## src/rtl/simd_add_pkg.sv

```systemverilog
package simd_add_pkg;
  localparam int unsigned SEG_W = 8;

  typedef enum logic [1:0] {
    MODE_W64 = 2'b00,
    MODE_W32 = 2'b01,
    MODE_W16 = 2'b10,
    MODE_W8  = 2'b11
  } simd_mode_e;
endpackage

```

## src/rtl/simd_lane_cut.sv

```systemverilog
module simd_lane_cut
  import simd_add_pkg::*;
#(
  parameter int unsigned NSEG = 8
) (
  input  simd_mode_e      mode_i,
  output logic [NSEG-1:0] cut_o
);
  // per segment, per mode: does this segment open a lane
  logic [3:0] tbl [NSEG];

  for (genvar k = 0; k < NSEG; k++) begin : g_seg
    for (genvar m = 0; m < 4; m++) begin : g_mode
      assign tbl[k][m] = ((k % (NSEG >> m)) == 0);
    end
    assign cut_o[k] = tbl[k][mode_i];
  end

  always_comb begin
    assert_lane_count_R1: assert ($countones(cut_o) == (1 << mode_i))
      else $error("lane start count mismatch");
    if (mode_i == MODE_W8) begin
      assert_all_cut_R6: assert (&cut_o) else $error("byte lanes not all cut");
    end
  end
endmodule

```

## src/rtl/simd_seg_add.sv

```systemverilog
module simd_seg_add #(
  parameter int unsigned W = 8
) (
  input  logic [W-1:0] a_i,
  input  logic [W-1:0] b_i,
  input  logic         cin_i,
  output logic [W-1:0] sum_o,
  output logic         cout_o
);
  assign {cout_o, sum_o} = {1'b0, a_i} + {1'b0, b_i} + {{W{1'b0}}, cin_i};
endmodule

```

## src/rtl/simd_out_stage.sv

```systemverilog
module simd_out_stage #(
  parameter int unsigned W  = 72,
  parameter bit          EN = 1'b1
) (
  input  logic         clk_i,
  input  logic         rst_ni,
  input  logic [W-1:0] d_i,
  output logic [W-1:0] q_o
);
  if (EN) begin : g_reg
    always_ff @(posedge clk_i or negedge rst_ni) begin
      if (!rst_ni) q_o <= '0;
      else         q_o <= d_i;
    end
  end else begin : g_pass
    logic unused_clk;
    assign unused_clk = clk_i ^ rst_ni;
    assign q_o = d_i;
  end
endmodule

```

## src/rtl/simd_add.sv

```systemverilog
module simd_add
  import simd_add_pkg::*;
#(
  parameter int unsigned DATA_W  = 64,
  parameter bit          OUT_REG = 1'b1
) (
  input  logic                      clk_i,
  input  logic                      rst_ni,
  input  logic [1:0]                mode_i,
  input  logic [DATA_W-1:0]         a_i,
  input  logic [DATA_W-1:0]         b_i,
  output logic [DATA_W-1:0]         sum_o,
  output logic [DATA_W/SEG_W-1:0]   cout_o
);
  localparam int unsigned NSEG = DATA_W / SEG_W;
  localparam int unsigned HALF = DATA_W / 2;
  localparam int unsigned QTR  = DATA_W / 4;

  simd_mode_e        mode;
  logic [NSEG-1:0]   cut;
  logic [NSEG-1:0]   seg_cin;
  logic [NSEG-1:0]   seg_cout;
  logic [DATA_W-1:0] sum_c;

  assign mode = simd_mode_e'(mode_i);

  simd_lane_cut #(.NSEG(NSEG)) u_cut (
    .mode_i(mode),
    .cut_o (cut)
  );

  for (genvar k = 0; k < NSEG; k++) begin : g_seg
    if (k == 0) begin : g_first
      assign seg_cin[k] = 1'b0;
    end else begin : g_chain
      assign seg_cin[k] = seg_cout[k-1] & ~cut[k];
    end

    simd_seg_add #(.W(SEG_W)) u_seg (
      .a_i   (a_i[k*SEG_W +: SEG_W]),
      .b_i   (b_i[k*SEG_W +: SEG_W]),
      .cin_i (seg_cin[k]),
      .sum_o (sum_c[k*SEG_W +: SEG_W]),
      .cout_o(seg_cout[k])
    );
  end

  simd_out_stage #(.W(DATA_W + NSEG), .EN(OUT_REG)) u_out (
    .clk_i (clk_i),
    .rst_ni(rst_ni),
    .d_i   ({seg_cout, sum_c}),
    .q_o   ({cout_o, sum_o})
  );

  always_comb begin
    case (mode)
      MODE_W64: begin
        assert_full_add_R2: assert ({seg_cout[NSEG-1], sum_c} == {1'b0, a_i} + {1'b0, b_i})
          else $error("1x64 sum wrong");
      end
      MODE_W32: begin
        assert_half_sum_R3: assert (sum_c[DATA_W-1:HALF] == a_i[DATA_W-1:HALF] + b_i[DATA_W-1:HALF])
          else $error("2x32 upper lane wrong");
        assert_lane_carry_R7: assert ({seg_cout[NSEG/2-1], sum_c[HALF-1:0]} ==
                                      {1'b0, a_i[HALF-1:0]} + {1'b0, b_i[HALF-1:0]})
          else $error("2x32 lower lane carry wrong");
      end
      MODE_W16: begin
        assert_qtr_sum_R4: assert (sum_c[2*QTR-1:QTR] == a_i[2*QTR-1:QTR] + b_i[2*QTR-1:QTR])
          else $error("4x16 lane 1 wrong");
      end
      default: begin
        assert_byte_sum_R5: assert ({seg_cout[0], sum_c[SEG_W-1:0]} ==
                                    {1'b0, a_i[SEG_W-1:0]} + {1'b0, b_i[SEG_W-1:0]})
          else $error("8x8 byte 0 wrong");
        assert_no_cross_R6: assert (sum_c[2*SEG_W-1:SEG_W] == a_i[2*SEG_W-1:SEG_W] + b_i[2*SEG_W-1:SEG_W])
          else $error("carry leaked into byte 1");
      end
    endcase
  end

  if (OUT_REG) begin : g_reg_chk
    assert_reg_latency_R8: assert property (@(posedge clk_i) disable iff (!rst_ni)
      (mode == MODE_W64) |=> (sum_o == $past(a_i + b_i)))
      else $error("registered sum latency wrong");
  end
endmodule

```

## config.mk

```make
export PLATFORM = sky130hd
export DESIGN_NAME = simd_add
export DESIGN_NICKNAME = d
export VERILOG_FILES = /design/src/rtl/simd_add_pkg.sv /design/src/rtl/simd_lane_cut.sv /design/src/rtl/simd_seg_add.sv /design/src/rtl/simd_out_stage.sv /design/src/rtl/simd_add.sv
export SDC_FILE = /design/constraint.sdc
export NUM_CORES = 1
export LEC_CHECK = 0
export BUFFER_PORTS_ARGS = -buffer_cell sky130_fd_sc_hd__buf_2
export CAP_MARGIN = 10
export CORE_MARGIN = 2
export CORE_UTILIZATION = 53
export CTS_BUF_LIST = sky130_fd_sc_hd__clkbuf_8
export CTS_CLUSTER_DIAMETER = 60
export DETAILED_ROUTE_END_ITERATION = 10
export PLACE_DENSITY = 0.91
export SLEW_MARGIN = 5
export SYNTH_ARGS = -nofsm -noshare
export SYNTH_HDL_FRONTEND = slang
export SYNTH_SLANG_ARGS = --single-unit
export TNS_END_PERCENT = 30
```

## constraint.sdc

```tcl
create_clock -name clk_i -period 1 [get_ports clk_i]
set_input_delay 0.15 -clock clk_i [delete_from_list [all_inputs] [get_ports clk_i]]
set_output_delay 0.15 -clock clk_i [all_outputs]
set_load 0.02 [all_outputs]
```

==> results of run 1 <==
-- cell usage after synthesis, drive strengths merged (7+ instances only) --
cell type   n  area, sq um
a21boi      8         63.8
a21oi      20          100
dfrtp      72         1800
fa         15          300
ha         57          713
inv        57          214
nand2      15         56.3
nand2b      7         43.8
nor2       26         97.6
nor2b      15          101
nor3       16         80.1
o21a       18          135
o21ai      18         93.8
xnor2      27          236
xor2        8         70.1
-- cell families after synthesis --
kind of cell / count (synthesis) / share of synthesized area
mux: 3 / 0.00663
compound gates: 98 / 0.148
xor+xnor: 35 / 0.0677
fa+ha+maj: 72 / 0.224
buf+inv: 57 / 0.0472
flops: 72 / 0.398
simple gates: 96 / 0.109
-- what timing repair did --
item,CTS
endpoints found under the hold margin,72
setup endpoints to repair,141
setup buffers,151
hold buffers,1
pin swaps,40
gates resized for setup,101
-- stage by stage --
step / worst slack, ns / cell area [sq um]
after floorplan: -9.53 / 4610
after global placement: -9.74 / 6630
after detailed placement: -10.45 / 6630
after CTS: -9.60 / 8040
-- metal layers --
layer / track usage / overflow
met1: 0.685 / 0
met2: 0.924 / 13
met3: 0.637 / 2
met4: 0.798 / 20
met5: 0.238 / 0
==> results.toml, run 1 <==
[logic_synthesis]
synth_seq_cells = 72
synth_edf_count = 0
ys_async_sr_fraction = 1.00
syn_area_sq_um = 4530
syn_inst = 433
synth_flop_cell = "dfrtp_1"
ys_seq_area_frac = 0.398
synth_fp_nets = 637
syn-mean-instance-area_sq_um = 10.5
synth_cell_types = 41
ys_warn_count = 0

[global_route]
grt_pass1_vias = 8036
grt.total_usage = 0.747
grt_pass1_wl_mm = 50.0
grt_start_max_net_pins = 29
overflow = 35

[placed_design]
dp.cells = 854
hpwlAfterDp_mm = 12.6
gp_congestion = 0.944
numPortBuffers = 203

[clock_network]
cts_num_sinks = 72
cts_buffers = 9
htree_levels = 3
cts-root-buf = "clkbuf_8"
clockBufferDepth = 2

[floorplan]
die_h_microns = 96.5
io_pins = 204
initial_utilization = 0.549
row_count = 33
die_w_microns = 96.5

[outcome]
status = "stopped before the end"
lastStage = "5_1_grt"
tool.error = "[ERROR GRT-0116] Global routing finished with congestion. Check the congestion regions in the DRC Viewer."
==> run 2, diff against run 1 <==
CORE_UTILIZATION = 40   (was 53)
CTS_BUF_LIST = default   (was sky130_fd_sc_hd__clkbuf_8)
CTS_CLUSTER_DIAMETER = default   (was 60)
PLACE_DENSITY = default   (was 0.91)
PLACE_DENSITY_LB_ADDON = 0.15   (was default)
==> run 2 against run 1 <==
  * The flow now finishes, with violations (setup timing)
  * Synthesized cell count unchanged
  * Area after synthesis is the same
==> results.toml, run 2 <==
[outcome]
status = "complete, but fails checks"
violations = "setup timing"

[sta]
min_period_ns = 10.70
grt_setup_unrepaired = "yes"
finalSetupViolCount = 108
setup_ws_ns = -9.70
hold_viol_final = 0
clock.fmax_mhz = 93.4
max_slew.worst_pin.slew_ns = 0.417
timing.hold.ws_ns = 0.0201
final-max-slew-violation-count = 0
fin_crit_sh = 10.7
slew_headroom = 0.719

[clock_network]
htree_levels = 3
cts_num_sinks = 72
cts_tree = "done"
cts-root-buf = "clkbuf_16"
path_clk_slew_ns = 0.06
clockBufferDepth = 2
cts_buffers = 9

[final_layout]
area_growth_pct = 70.5
layout-drive-gt1-share = 0.556
largest_register_ffs = 72
fin_nets = 1007
seqCellArea_sq_um = 1800
top_register = "u_out.q_o"
fin_area_sq_um = 7720
top_regs = "u_out.q_o (72)"
n_fill_cell = 808
antenna_cells = 0
multi_input_area_sq_um = 2830
final_common_cell = "buf_2"
fin_cells = 948
final_cell_mix = "buf_2 (187), buf_4 (140), dfrtp_1 (72)"

[logic_synthesis]
synth_area_leaders = "dfrtp_1 (40%), ha_1 (16%), fa_1 (6.6%)"
synth_flop_cell = "dfrtp_1"
ys_async_sr_fraction = 1.00
synthTopCellsByCount = "dfrtp_1 (72), ha_1 (57), inv_1 (57)"
synth_edf_count = 0
synth_top_area_share = 0.398
synth_most_common_cell = "dfrtp_1"
synth_fp_nets = 637
ys_warn_count = 0
synth_top_area_cell = "dfrtp_1"
syn_area_sq_um = 4530
synth_cell_types = 41
syn_inst = 433
syn-mean-instance-area_sq_um = 10.5
ys_seq_area_frac = 0.398
synth_seq_cells = 72

[global_route]
grt.total_usage = 0.246
grt_start_max_net_pins = 42
grt_pass1_wl_mm = 24.1
grt_pass1_vias = 5253
overflow = 0
antenna_found_initial = 0

[detailed_routing]
drtIter0Drc = 110
via_per_inst = 4.82
firstDrtPassIters = 4
ant_nets = 0
wl_mm = 13.8
route.detailed.drc = 0
avgRoutedWirePerCell_microns = 14.6
via_count = 4568

[floorplan]
io_pins = 204
row_count = 38
core_area_sq_um = 10900
die_h_microns = 110
initial_utilization = 0.414
die_w_microns = 110
dieArea_sq_um = 12200

[pwr]
p_per_area_nw_per_um2 = 1580
p_leak_nw = 4.10
ir_worst_vdd_mv = 1.29
p_total_w = 0.0122

[placed_design]
placed_area_sq_um = 6690
gp_congestion = 0.898
dp.cells = 891
hpwlAfterDp_mm = 10.1
numPortBuffers = 203

[setup_path]
crit_type = "input port to flip-flop"
cp_num_buf_inv = 1
start_kind = "input port"
critPathRequiredTime_ns = 1.22
crit_family = "adder cells"
cp.depth = 57
worstPathMaxFanout = 2
critPathSlowestCell = "fa_2"
cp_common_cell = "fa_2"
cp-end-kind = "flip-flop"
worstPathArrival_ns = 10.92
critPathMaxStageDelay_ns = 0.38

[worst_hold_path]
hold_depth = 2
hold_class = "input port to flip-flop"

[run]
maxCapViolations = 0
[run 2: cell counts after synthesis]
No cell type changed its count.
[run 2: per-stage QoR]
step	setup WS [ns]	setup TNS, ns	util
3_5_place_dp	-10.27	-362.53	0.612
2_1_floorplan	-9.53	-328.09	-
3_3_place_gp	-9.95	-350.47	0.612
5_1_grt	-10.14	-350.49	0.706
4_1_cts	-9.53	-334.40	0.734
6_report	-9.70	-332.29	0.706
[run 2: cell families (layout without fill, tap and decap cells)]
family          count (synthesis)  count (layout)  share of synthesized area
flops                          72              72                      0.398
compound gates                 98              98                      0.148
simple gates                   96              96                      0.109
mux                             3               3                    0.00663
xor+xnor                       35              35                     0.0677
buf+inv                        57             432                     0.0472
fa+ha+maj                      72              72                      0.224
[run 2: cell type report]
cell class / count / share of cell area
clock buffers: 9 / 0.0292
clock inverters: 7 / 0.0155
multi-input cells: 304 / 0.366
flip-flops and latches: 72 / 0.233
well taps: 140 / 0.0227
repair buffers: 359 / 0.306
inverters: 57 / 0.0277
[run 2: path summary, 6_finish.rpt]
path	slack, ns	to	start
setup / recovery	-9.70	u_out.q_o[62]	a_i[0]
hold / removal	0.02	u_out.q_o[0]	b_i[0]
max in group asynchronous	0.44	u_out.q_o[60]	rst_ni
min in group asynchronous	0.32	u_out.q_o[11]	rst_ni
[run 2: repair_timing]
| item | 4_1_cts | 5_1_grt |
|---|---|---|
| endpoints found under the setup margin | 140 | 140 |
| hold buffers | 1 | 0 |
| resized for setup | 72 | 44 |
| hold endpoints to repair | 72 | 0 |
| buffers inserted | 102 | 13 |
| pin swaps | 32 | 16 |
[run 2: routing by layer]
layer / vias to the layer above / track usage / wire length (microns)
met5: - / 0 / 0
met3: 28 / 0.0626 / 965
met1: 2143 / 0.264 / 5250
li1: 2235 / - / -
met4: 0 / 0.123 / 382
met2: 162 / 0.445 / 7230
[run 2: where the power goes]
part,switching (W),internal (W),total [W]
Combinational,0.00240,0.00236,0.00476
Sequential,0.000183,0.00347,0.00365
Clock,0.00133,0.00244,0.00377
Note: power is estimated with default switching activity, not from simulation.
==> run 3, diff against run 2 <==
CORE_ASPECT_RATIO = 0.9   (was default)
==> run 3 against run 2 <==
  * The run still ends with setup timing left
  * Hold slack better by 0.010 ns
  * Largest cell class unchanged
  * Maximum frequency is 0.41% lower
  * Setup slack worse by 0.044 ns
  * Global-route usage down 2.1 points
==> results.toml, run 3 (synthesis results as in run 2) <==
[global_route]
gr-usage-met3 = 0.0667
top_usage_layer = "met2"
use_met1 = 0.253
grt.total_usage = 0.225
grt_pass1_wl_mm = 21.3
overflow = 0
use_met2 = 0.404
grt_start_max_net_pins = 73
antenna_found_initial = 0
grt_pass1_vias = 4656

[outcome]
violations = "setup timing"
status = "complete, but fails checks"

[setup_path]
critPathSlowestCell = "fa_2"
critPathMaxStageDelay_ns = 0.40
critPathRequiredTime_ns = 1.26
cp_common_cell = "fa_2"
start_kind = "input port"
worstPathMaxFanout = 2
cp-end-kind = "flip-flop"
worstPathArrival_ns = 11.00
crit_type = "input port to flip-flop"

[sta]
slew_headroom = 0.682
fin_crit_sh = 10.7
min_period_ns = 10.75
finalSetupViolCount = 91
hold_viol_final = 0
final-max-slew-violation-count = 0
setup_ws_ns = -9.75
clock.fmax_mhz = 93.0
grt_setup_unrepaired = "yes"
max_slew.worst_pin.slew_ns = 0.472
fin_tns_setup_ns = -335.84

[worst_hold_path]
hold_depth = 2
min_to = "u_out.q_o[0]"
worstHoldStart = "b_i[0]"
hold_class = "input port to flip-flop"

[pwr]
switchingPower_w = 0.00371
clkPwrFrac = 0.251
p_total_w = 0.0111
ir_worst_vdd_mv = 1.06
seq_power_share = 0.328
sw_frac_of_total = 0.334
combPwrFrac = 0.421
p_leak_nw = 3.97
p_per_area_nw_per_um2 = 1470
internal-power_w = 0.00740

[clock_network]
htree_levels = 3
cts_tree = "done"
cts-root-buf = "clkbuf_16"
path_clk_slew_ns = 0.05
cts_num_sinks = 72
cts_buffers = 9
clockBufferDepth = 2

[final_layout]
final_cell_mix = "buf_2 (180), buf_4 (124), dfrtp_1 (72)"
top_register = "u_out.q_o"
antenna_cells = 0
final_common_cell = "buf_2"
fin_cells = 942
fin_area_sq_um = 7560
top_regs = "u_out.q_o (72)"
area_growth_pct = 66.9
fin_nets = 992
largest_register_ffs = 72
n_fill_cell = 886
seqCellArea_sq_um = 1800
layout-drive-gt1-share = 0.548
multi_input_area_sq_um = 2820

[detailed_routing]
avgRoutedWirePerCell_microns = 14.3
drtIter0Drc = 153
via_count = 4455
ant_nets = 0
via_per_inst = 4.73
route.detailed.drc = 0
firstDrtPassIters = 4
wl_mm = 13.5

[floorplan]
row_count = 36
core_area_sq_um = 10900
die_h_microns = 105
die_w_microns = 116
dieArea_sq_um = 12200
io_pins = 204
initial_utilization = 0.414

[placed_design]
placed_area_sq_um = 6620
gp_congestion = 0.949
hpwlAfterDp_mm = 10.1
place_ws_ns = -10.24
dp.cells = 893
numPortBuffers = 203

[run]
maxCapViolations = 0
-- run 3: cell types whose count changed in the layout (fill, tap and decap cells not counted), moves of 2 or more --
| cell | previous run | this run |
|---|---|---|
| a21boi_2 | 5 | 7 |
| buf_2 | 187 | 180 |
| buf_4 | 140 | 124 |
| buf_6 | 29 | 37 |
| bufinv_16 | 3 | 0 |
| clkbuf_1 | 0 | 2 |
| clkinv_4 | 2 | 0 |
| o21ai_1 | 6 | 4 |
| xnor2_1 | 22 | 24 |
| xnor2_2 | 5 | 3 |
-- run 3: cell type report --
cell class	count	share of cell area
clock buffer	11	0.0308
clock inverter	2	0.00132
inverter	57	0.0283
multi-input combinational	304	0.373
sequential	72	0.238
tap	152	0.0251
timing repair buffer	344	0.303
-- run 3: per-layer routing --
layer  routed length, microns  part of all wire
met1                     5280              0.39
met2                     7090              0.53
met3                      816             0.061
met4                      288             0.021
met5                        0                 0
-- run 3: per-stage QoR --
| stage | hold slack (ns) | util |
|---|---|---|
| 5_1_grt | 0.0154 | 0.691 |
| 4_1_cts | 0.0203 | 0.667 |
| 3_3_place_gp | 0.196 | 0.604 |
| 3_5_place_dp | 0.200 | 0.604 |
| 2_1_floorplan | -0.146 | - |
| 6_report | 0.0302 | 0.691 |
-- run 3: worst max-delay path by stage --
| stage | from | endpoint | slack (ns) | cells past startpoint |
|---|---|---|---|---|
| after floorplan | a_i[0] | u_out.q_o[62] | -9.53 | 56 |
| final | a_i[0] | u_out.q_o[71] | -9.75 | 57 |
| after detailed placement | a_i[0] | u_out.q_o[62] | -10.24 | 57 |
| after CTS | a_i[0] | u_out.q_o[71] | -9.68 | 57 |
| after global placement | a_i[0] | u_out.q_o[62] | -9.84 | 57 |
| after global routing | a_i[0] | u_out.q_o[71] | -10.33 | 57 |
-- run 3: critical path: cells and delay by family --
kind | cells | cell delay [ns]
AOI/OAI and AO/OA | 26 | 3.80
adders and majority gates | 16 | 5.44
buffers and inverters | 1 | 0.07
and+or+nand+nor | 14 | 1.53
-- run 3: power by group through the flow --
stage / clock network [W] / registers [W] / logic (W)
after floorplan: 0 / 0.00442 / 0.00144
after global placement: 0 / 0.00365 / 0.00388
after detailed placement: 0 / 0.00365 / 0.00398
after CTS: 0.00285 / 0.00363 / 0.00437
after global routing: 0.00295 / 0.00371 / 0.00507
final: 0.00279 / 0.00365 / 0.00468
-- run 3: what timing repair did --
item                       4_1_cts  5_1_grt
setup buffers                   30       16
gates resized for setup         58       65
hold buffers                     1        0
setup endpoints to repair      135      140
pin swaps                       37       32
hold endpoints to repair        72        0
==> run 4, diff against run 3 <==
ABC_AREA = 1   (was default)
CORE_ASPECT_RATIO = 1.25   (was 0.9)
==> run 4 against run 3 <==
  * The run still ends with setup timing left
  * Via count grew 10%
  * Non-clock buffer count shrank 38
  * Core utilization decreased by 4.6 points
  * Power increased by 2.3%
  * Final area grew 2.7%
  * Highest routed layer unchanged
==> results.toml, run 4 <==
[outcome]
status = "complete, but fails checks"
violations = "setup timing"

[pwr]
sw_frac_of_total = 0.333
seq_power_share = 0.319
combPwrFrac = 0.393
clkPwrFrac = 0.288
ir_worst_vdd_mv = 0.721
p_per_area_nw_per_um2 = 1460
internal-power_w = 0.00758
p_total_w = 0.0114
switchingPower_w = 0.00379
p_leak_nw = 4.52

[final_layout]
top_register = "u_out.q_o"
largest_register_ffs = 72
antenna_cells = 0
area_growth_pct = 58.4
top_regs = "u_out.q_o (72)"
final_common_cell = "buf_2"
final_cell_mix = "buf_2 (172), nand2_1 (154), inv_1 (111)"
n_fill_cell = 1066
layout-drive-gt1-share = 0.460
fin_nets = 1136

[sta]
slew_headroom = 0.736
hold_viol_final = 0
fin_tns_setup_ns = -256.49
max_slew.worst_pin.slew_ns = 0.396
final-max-slew-violation-count = 0
finalSetupViolCount = 84
clock.fmax_mhz = 116
min_period_ns = 8.62
setup_ws_ns = -7.62
timing.hold.ws_ns = 0.0288
fin_crit_sh = 8.62
grt_setup_unrepaired = "yes"

[logic_synthesis]
synth_seq_cells = 72
synth_edf_count = 0
synth_area_leaders = "dfrtp_1 (37%), ha_1 (15%), nand2_1 (14%)"
ys_async_sr_fraction = 1.00
ys_seq_area_frac = 0.367
ys_warn_count = 0
syn-mean-instance-area_sq_um = 7.97
synth_fp_nets = 819
synth_most_common_cell = "nand2_1"
syn_area_sq_um = 4900
syn_inst = 615
synth_top_area_cell = "dfrtp_1"
synth_flop_cell = "dfrtp_1"
synth_cell_types = 19
synthTopCellsByCount = "nand2_1 (189), inv_1 (127), dfrtp_1 (72)"
synth_top_area_share = 0.367

[detailed_routing]
firstDrtPassIters = 6
avgRoutedWirePerCell_microns = 11.7
route.detailed.drc = 0
via_count = 4899
drtIter0Drc = 83
via_per_inst = 4.45
wl_mm = 12.9
ant_nets = 0

[floorplan]
io_pins = 204
die_h_microns = 128
dieArea_sq_um = 13200
die_w_microns = 103
core_area_sq_um = 12000
initial_utilization = 0.407
row_count = 45

[setup_path]
worstPathMaxFanout = 3
cp_common_cell = "nand2_2"
worstPathArrival_ns = 8.84
critPathSlowestCell = "fa_2"
critPathRequiredTime_ns = 1.22
crit_type = "input port to flip-flop"
critPathMaxStageDelay_ns = 0.40
start_kind = "input port"
cp-end-kind = "flip-flop"

[global_route]
grt_pass1_vias = 4937
grt.total_usage = 0.199
grt_pass1_wl_mm = 20.5
overflow = 0
grt_start_max_net_pins = 73
antenna_found_initial = 0

[clock_network]
htree_levels = 3
clockBufferDepth = 2
cts_buffers = 9
cts-root-buf = "clkbuf_16"
path_clk_slew_ns = 0.05
cts_tree = "done"
cts_num_sinks = 72

[worst_hold_path]
hold_depth = 2
hold_class = "input port to flip-flop"

[run]
maxCapViolations = 0

[placed_design]
gp_congestion = 0.859
hpwlAfterDp_mm = 10.4
numPortBuffers = 203
-- run 4: cell types whose count changed after synthesis, sizes merged, moves of 8 or more --
cell / previous run / this run
o21ai: 18 / 1
nand2: 15 / 199
a21boi: 8 / 0
o21a: 18 / 4
a21oi: 20 / 32
nor2b: 15 / 0
nor3: 16 / 0
inv: 57 / 127
or2: 0 / 10
xnor2: 27 / 10
nand3: 0 / 40
-- run 4: power groups by stage --
| stage | logic (W) | clock network [W] | registers [W] |
|---|---|---|---|
| after floorplan | 0.00155 | 0 | 0.00435 |
| after CTS | 0.00416 | 0.00336 | 0.00360 |
| final | 0.00447 | 0.00328 | 0.00362 |
| after global routing | 0.00495 | 0.00347 | 0.00367 |
| after detailed placement | 0.00398 | 0 | 0.00364 |
| after global placement | 0.00390 | 0 | 0.00363 |
-- run 4: final cells by class --
cell class	instances	area [sq um]	area share
inverter	127	477	0.0614
clock inverter	3	40.0	0.00516
tap	164	205	0.0264
sequential	72	1800	0.232
clock buffer	13	260	0.0335
timing repair buffer	306	1990	0.257
multi-input combinational	416	2990	0.385
-- run 4: worst paths after layout --
| check | from | to | slack, ns |
|---|---|---|---|
| worst max-delay path | a_i[6] | u_out.q_o[58] | -7.62 |
| worst min-delay path | b_i[0] | u_out.q_o[0] | 0.03 |
| max in group asynchronous | rst_ni | u_out.q_o[50] | 0.32 |
| min in group asynchronous | rst_ni | u_out.q_o[15] | 0.36 |
-- run 4: what timing repair did --
item / 4_1_cts / 5_1_grt
hold endpoints to repair: 72 / 0
gates resized for setup: 52 / 75
hold buffers: 1 / 0
endpoints found under the setup margin: 122 / 138
pin swaps: 25 / 10
gates cloned: 0 / 0
setup buffers: 4 / 12
-- run 4: cells by family (layout without fill, tap and decap cells) --
| family | count (synthesis) | count (layout) | share of synthesized area |
|---|---|---|---|
| AND/OR/NAND/NOR | 283 | 283 | 0.245 |
| buffers and inverters | 127 | 449 | 0.0972 |
| adder cells (fa/ha/maj) | 72 | 72 | 0.207 |
| flip-flops | 72 | 72 | 0.367 |
| AO/OA/AOI/OAI | 37 | 37 | 0.0403 |
| XOR/XNOR | 24 | 24 | 0.0429 |
-- run 4: stage by stage --
step / utilization / instances / setup slack [ns] / instance area [sq um]
after global routing: 0.645 / 1101 / -8.15 / 7770
after global placement: 0.575 / 1068 / -8.08 / 6930
final: 0.645 / 1101 / -7.62 / 7770
after CTS: 0.619 / 1089 / -7.61 / 7460
after detailed placement: 0.575 / 1068 / -8.29 / 6930
after floorplan: - / 615 / -7.67 / 5050
-- run 4: metal layers --
layer  vias to the layer above  GRT usage  part of all wire
met5                         -          0                 0
met4                         0     0.0898             0.023
met3                        22     0.0491             0.075
met2                       141      0.365              0.53
met1                      2228      0.209              0.38
li1                       2508          -                 -
-- run 4: critical path, delay by kind of cell --
family,cells,cell delay (ns)
buf+inv,8,0.59
fa+ha+maj,15,5.25
xor+xnor,1,0.13
simple gates,38,2.68
